**config.mk**
```make
export PLATFORM = sky130hd
export DESIGN_NAME = adc_seq_top
export DESIGN_NICKNAME = d
export VERILOG_FILES = /design/src/rtl/adc_seq_pkg.sv /design/src/rtl/adc_seq_ctrl.sv /design/src/rtl/adc_seq_chmap.sv /design/src/rtl/adc_seq_regs.sv /design/src/rtl/adc_seq_top.sv
export SDC_FILE = /design/constraint.sdc
export NUM_CORES = 1
export LEC_CHECK = 0
export ABC_AREA = 0
export BUFFER_PORTS_ARGS = -buffer_cell sky130_fd_sc_hd__buf_2
export CAP_MARGIN = 20
export CORE_AREA = 2 2 97 99
export CTS_CLUSTER_DIAMETER = 30
export CTS_CLUSTER_SIZE = 10
export DETAILED_ROUTE_END_ITERATION = 7
export DIE_AREA = 0 0 99 101
export RECOVER_POWER = 100
export SLEW_MARGIN = 20
export SYNTH_ARGS = -nofsm -noshare
export SYNTH_HDL_FRONTEND = slang
export SYNTH_HIERARCHICAL = 1
export SYNTH_SLANG_ARGS = --single-unit
```
**constraint.sdc**
```tcl
create_clock -name clk -period 4.1 [get_ports clk]
set_clock_uncertainty 0.1 [all_clocks]
set_input_delay 1.23 -clock clk [delete_from_list [all_inputs] [get_ports clk]]
set_output_delay 1.23 -clock clk [all_outputs]
set_load 0.005 [all_outputs]
```
**src/rtl/adc_seq_pkg.sv**
```systemverilog
package adc_seq_pkg;
    localparam int ADC_NCH = 8;
    localparam int ADC_DW  = 8;

    typedef enum logic [1:0] {
        S_IDLE  = 2'd0,
        S_START = 2'd1,
        S_WAIT  = 2'd2
    } seq_state_e;
endpackage

```
**src/rtl/adc_seq_ctrl.sv**
```systemverilog
module adc_seq_ctrl
    import adc_seq_pkg::*;
#(
    parameter int NCH  = ADC_NCH,
    parameter int CHW  = $clog2(NCH),
    parameter int SELW = $clog2(NCH / 2)
) (
    input  logic            clk,
    input  logic            rst_n,
    input  logic            cfg_en,
    input  logic            cfg_mode,
    input  logic [SELW-1:0] cfg_sel,
    input  logic            conv_done,
    output logic            start,
    output logic            wr_en,
    output logic [CHW-1:0]  slot,
    output logic            mode,
    output logic [SELW-1:0] sel,
    output logic            pass
);
    localparam logic [CHW-1:0] LAST = CHW'(NCH - 1);

    typedef struct packed {
        seq_state_e      st;
        logic [CHW-1:0]  slot;
        logic            mode;
        logic [SELW-1:0] sel;
        logic            pass;
    } ctrl_t;

    ctrl_t q, d;

    always_comb begin
        d      = q;
        d.pass = 1'b0;
        wr_en  = 1'b0;
        unique case (q.st)
            S_IDLE: begin
                if (cfg_en) begin
                    d.st   = S_START;
                    d.slot = '0;
                    d.mode = cfg_mode;
                    d.sel  = cfg_sel;
                end
            end
            S_START: d.st = S_WAIT;
            S_WAIT: begin
                if (conv_done) begin
                    wr_en = 1'b1;
                    if (!cfg_en) begin
                        d.st = S_IDLE;
                    end else if (q.slot == LAST) begin
                        d.st   = S_START;
                        d.slot = '0;
                        d.mode = cfg_mode;
                        d.sel  = cfg_sel;
                    end else begin
                        d.st   = S_START;
                        d.slot = q.slot + 1'b1;
                    end
                    if (q.slot == LAST) d.pass = 1'b1;
                end
            end
            default: d.st = S_IDLE;
        endcase
    end

    always_ff @(posedge clk or negedge rst_n) begin
        if (!rst_n) begin
            q <= '{st: S_IDLE, slot: '0, mode: 1'b0, sel: '0, pass: 1'b0};
        end else begin
            q <= d;
        end
    end

    assign start = (q.st == S_START);
    assign slot  = q.slot;
    assign mode  = q.mode;
    assign sel   = q.sel;
    assign pass  = q.pass;
endmodule

```
**src/rtl/adc_seq_chmap.sv**
```systemverilog
module adc_seq_chmap #(
    parameter int NCH  = 8,
    parameter int CHW  = $clog2(NCH),
    parameter int SELW = $clog2(NCH / 2)
) (
    input  logic [CHW-1:0]  slot,
    input  logic            mode,
    input  logic [SELW-1:0] sel,
    output logic [CHW-1:0]  ch
);
    // lower half of the slots is remapped in select mode; upper half is fixed
    logic lower;
    assign lower = (slot[CHW-1] == 1'b0);

    always_comb begin
        ch = slot;
        if (lower && mode) ch = CHW'(sel);
    end
endmodule

```
**src/rtl/adc_seq_regs.sv**
```systemverilog
module adc_seq_regs #(
    parameter int NCH = 8,
    parameter int DW  = 8,
    parameter int CHW = $clog2(NCH)
) (
    input  logic           clk,
    input  logic           rst_n,
    input  logic           wr_en,
    input  logic [CHW-1:0] wr_idx,
    input  logic [DW-1:0]  wr_data,
    input  logic [CHW-1:0] rd_idx,
    output logic [DW-1:0]  rd_data
);
    logic [DW-1:0] res_q [NCH];
    logic [DW-1:0] res_d [NCH];

    for (genvar g = 0; g < NCH; g++) begin : g_slot
        always_comb begin
            res_d[g] = res_q[g];
            if (wr_en && wr_idx == CHW'(g)) res_d[g] = wr_data;
        end

        always_ff @(posedge clk or negedge rst_n) begin
            if (!rst_n) res_q[g] <= '0;
            else        res_q[g] <= res_d[g];
        end
    end

    assign rd_data = res_q[rd_idx];
endmodule

```
**src/rtl/adc_seq_top.sv**
```systemverilog
module adc_seq_top
    import adc_seq_pkg::*;
#(
    parameter  int NCH  = ADC_NCH,
    parameter  int DW   = ADC_DW,
    localparam int CHW  = $clog2(NCH),
    localparam int SELW = $clog2(NCH / 2)
) (
    input  logic            clk,
    input  logic            rst_n,
    input  logic            cfg_en,
    input  logic            cfg_mode,
    input  logic [SELW-1:0] cfg_sel,
    output logic [CHW-1:0]  conv_ch,
    output logic            conv_start,
    input  logic            conv_done,
    input  logic [DW-1:0]   conv_data,
    input  logic [CHW-1:0]  rd_idx,
    output logic [DW-1:0]   rd_data,
    output logic            pass_done
);
    logic            wr_en_w;
    logic [CHW-1:0]  slot_w;
    logic            mode_w;
    logic [SELW-1:0] sel_w;

    adc_seq_ctrl #(.NCH(NCH), .CHW(CHW), .SELW(SELW)) u_ctrl (
        .clk       (clk),
        .rst_n     (rst_n),
        .cfg_en    (cfg_en),
        .cfg_mode  (cfg_mode),
        .cfg_sel   (cfg_sel),
        .conv_done (conv_done),
        .start     (conv_start),
        .wr_en     (wr_en_w),
        .slot      (slot_w),
        .mode      (mode_w),
        .sel       (sel_w),
        .pass      (pass_done)
    );

    adc_seq_chmap #(.NCH(NCH), .CHW(CHW), .SELW(SELW)) u_map (
        .slot (slot_w),
        .mode (mode_w),
        .sel  (sel_w),
        .ch   (conv_ch)
    );

    adc_seq_regs #(.NCH(NCH), .DW(DW), .CHW(CHW)) u_regs (
        .clk     (clk),
        .rst_n   (rst_n),
        .wr_en   (wr_en_w),
        .wr_idx  (slot_w),
        .wr_data (conv_data),
        .rd_idx  (rd_idx),
        .rd_data (rd_data)
    );
endmodule

```
==> results.json <==
{
  "status": "finished with violations",
  "violations": "capacitance limit, slew limit",
  "grt_start_max_net_pins": 42,
  "pre_cts_ws_ns": 0.2860,
  "p_int_mw": 1.293,
  "antennaDiodeCount": 0,
  "synth.area.top_cells": "dfrtp_1 (52%), mux2_2 (23%), mux4_1 (11%), buf_4 (1.1%), buf_2 (1.0%)",
  "cp_top_family": "multiplexers",
  "pwr-share-seq_pct": 52.2,
  "drive_gt1_share_pct": 46.59,
  "grt_pass1_vias": 1922,
  "dp_hpwl_mm": 4.116,
  "io_buffers": 30,
  "fin_crit_sh_pct": 94.61,
  "drv_cap": 1,
  "p_leak_nw": 1.934,
  "core_area_mm2": 0.008977,
  "hold_buffers": 0,
  "areaGrowthSynthToFinish_pct": 10.59,
  "critPathKind": "in -> out",
  "arrival_ns": 2.55,
  "clock_path_buffers": 2,
  "cts_buffers": 9,
  "crit_path_max_incr_delay_ns": 0.56,
  "ys_ff_latch": 73,
  "drcViolationCount": 0,
  "power_switching_mw": 0.4153,
  "final_antenna_net_count": 0,
  "drv_slew": 42,
  "tns_ns": 0,
  "grt_overflow": 0,
  "yosysSeqAreaShare_pct": 52.24,
  "hold_viol": 0,
  "setup_viol": 0,
  "cts_htree_levels": 3,
  "path_clk_slew_ns": 0.07,
  "yosysWarnings": 6,
  "finalCriticalPeriod_ns": 3.879,
  "pin_count": 31,
  "worstMarginPinSlew_ns": 1.792,
  "cts_sinks": 73,
  "wl_per_cell_um": 18.17,
  "final_cell_area_mm2": 0.003867,
  "grt_pass1_wl_mm": 10.73,
  "slowest_stage": "mux4_1",
  "grt_usage_pct": 14.37,
  "layout_common_cells": "dfrtp_1 (73), mux2_2 (71), buf_2 (22)",
  "place.gp.congestion": 0.7559,
  "num_rows": 35,
  "die_area_mm2": 0.009999,
  "clkLatencyLatePin_ns": 0.34,
  "holdWs_ns": 0.3802,
  "combinationalPowerShare_pct": 16.2,
  "yosysTopAreaCellShare_pct": 52.24,
  "place_area_mm2": 0.003756,
  "pwr-share-clk_pct": 31.5,
  "critPathLaunchType": "input pin",
  "fp.dieW_um": 99,
  "cts_root_buf": "clkbuf_8",
  "endpoint_kind": "output pin",
  "slew_headroom_pct": -19.48,
  "fin_util_pct": 43.08,
  "timing.final.ws_setup_ns": 0.2208,
  "critical_path.cell_chain": "clkbuf_1 > buf_12 > mux4_1 > mux2_1 > buf_2",
  "vias": 1902,
  "yosys.area.top_type": "dfrtp_1",
  "rsz0062_at_grt": "false",
  "sw_frac_of_total_pct": 24.31,
  "hold_path.class": "reg -> reg",
  "cts-resized-gates": 0,
  "vdd_ir_drop_max_mv": 0.1584,
  "wirelength_mm": 6.542,
  "vias_per_cell": 5.283,
  "cts_setup_buffers": 0,
  "mostFrequentLayoutCell": "dfrtp_1",
  "grt_antenna_before_repair": 0,
  "die_y_um": 101,
  "worstPathRequired_ns": 2.77,
  "first_iter_violations": 57,
  "cp_max_fo": 16,
  "avgSynthCellArea_um2": 16.27,
  "synth.distinct_cells": 31,
  "fmax_ghz": 0.2578,
  "pwr_density_cell_mw_per_mm2": 441.7,
  "syn_inst": 215,
  "fin_nets": 264,
  "firstDrtPassIters": 4,
  "cp.buffers_inverters": 3,
  "initial_core_util_pct": 38.95,
  "synth_nets": 235,
  "syn_area_mm2": 0.003497,
  "cts_tree": "yes"
}
==> flip-flops by register name (all words and copies together), names as in the netlist <==
register      cells
u_regs/res_q     64
u_ctrl/slot       3
u_ctrl/q          2
u_ctrl/sel        2
u_ctrl/mode       1
u_ctrl/pass       1
==> stage by stage <==
step	power (mW)	cells
after floorplan	1.122	215
after global placement	1.202	344
after detailed placement	1.210	344
after CTS	1.753	360
after global routing	1.808	360
final	1.708	360
==> path summary, 6_finish.rpt <==
check,start,to,slack [ns],depth (start not counted)
max reg2reg,u_ctrl/q[8]$_DFFE_PN0P_,u_regs/res_q[62]$_DFFE_PN0P_,1.59,3
max in group asynchronous,rst_n,u_regs/res_q[54]$_DFFE_PN0P_,0.81,2
max,rd_idx[0],rd_data[1],0.22,5
min reg2reg,u_ctrl/sel[0]$_DFFE_PN0P_,u_ctrl/sel[0]$_DFFE_PN0P_,0.38,1
min,u_ctrl/sel[0]$_DFFE_PN0P_,u_ctrl/sel[0]$_DFFE_PN0P_,0.38,1
min in group asynchronous,rst_n,u_regs/res_q[18]$_DFFE_PN0P_,0.84,1
==> area by class of cell <==
class | count | area [um2]
clock inverter | 2 | 10.01
tap | 111 | 138.9
timing repair buffer | 36 | 188.9
multi-input combinational | 124 | 1520
clock buffer | 14 | 182.7
sequential | 73 | 1827
fill | 799 | 5110
==> cells in the mapped netlist (all sizes together) <==
master,n
nand4b,3
nor4bb,3
and2b,1
or2,1
nand2b,2
nor3b,1
o21ai,4
and2,1
ha,2
nor4b,1
dfrtp,73
nor2b,2
nand4,3
a21oi,1
and3b,1
mux2,77
nand2,3
nand4bb,1
nor2,1
mux4,16
buf,15
clkbuf,3
==> metal layers <==
| layer | wire (um) | vias to the layer above | part of all wire (%) | global-route usage, % |
|---|---|---|---|---|
| met5 | 0 | - | 0 | 0 |
| met4 | 126 | 0 | 1.9 | 6.639 |
| met3 | 188 | 12 | 2.9 | 3.051 |
| met2 | 3079 | 24 | 47 | 22.51 |
| met1 | 3147 | 992 | 48 | 19.26 |
| li1 | - | 874 | - | - |
==> cells by family (layout without fill, tap and decap cells) <==
logic type,after synthesis,in the layout,synth area share [%]
multiplexers,93,93,36.92
AO/OA/AOI/OAI,5,5,1.038
flip-flops,73,73,52.24
adder cells (fa/ha/maj),2,2,0.7154
AND/OR/NAND/NOR,24,24,5.689
buffers and inverters,18,52,3.399
==> power by group through the flow <==
stage / Combinational, mW / Clock, mW / Sequential (mW)
CTS: 0.298 / 0.556 / 0.898
detailed placement: 0.298 / 0 / 0.913
global placement: 0.292 / 0 / 0.910
global route: 0.305 / 0.592 / 0.910
floorplan: 0.239 / 0 / 0.883
finish: 0.277 / 0.538 / 0.892
Power figures use the tool's default switching activity.
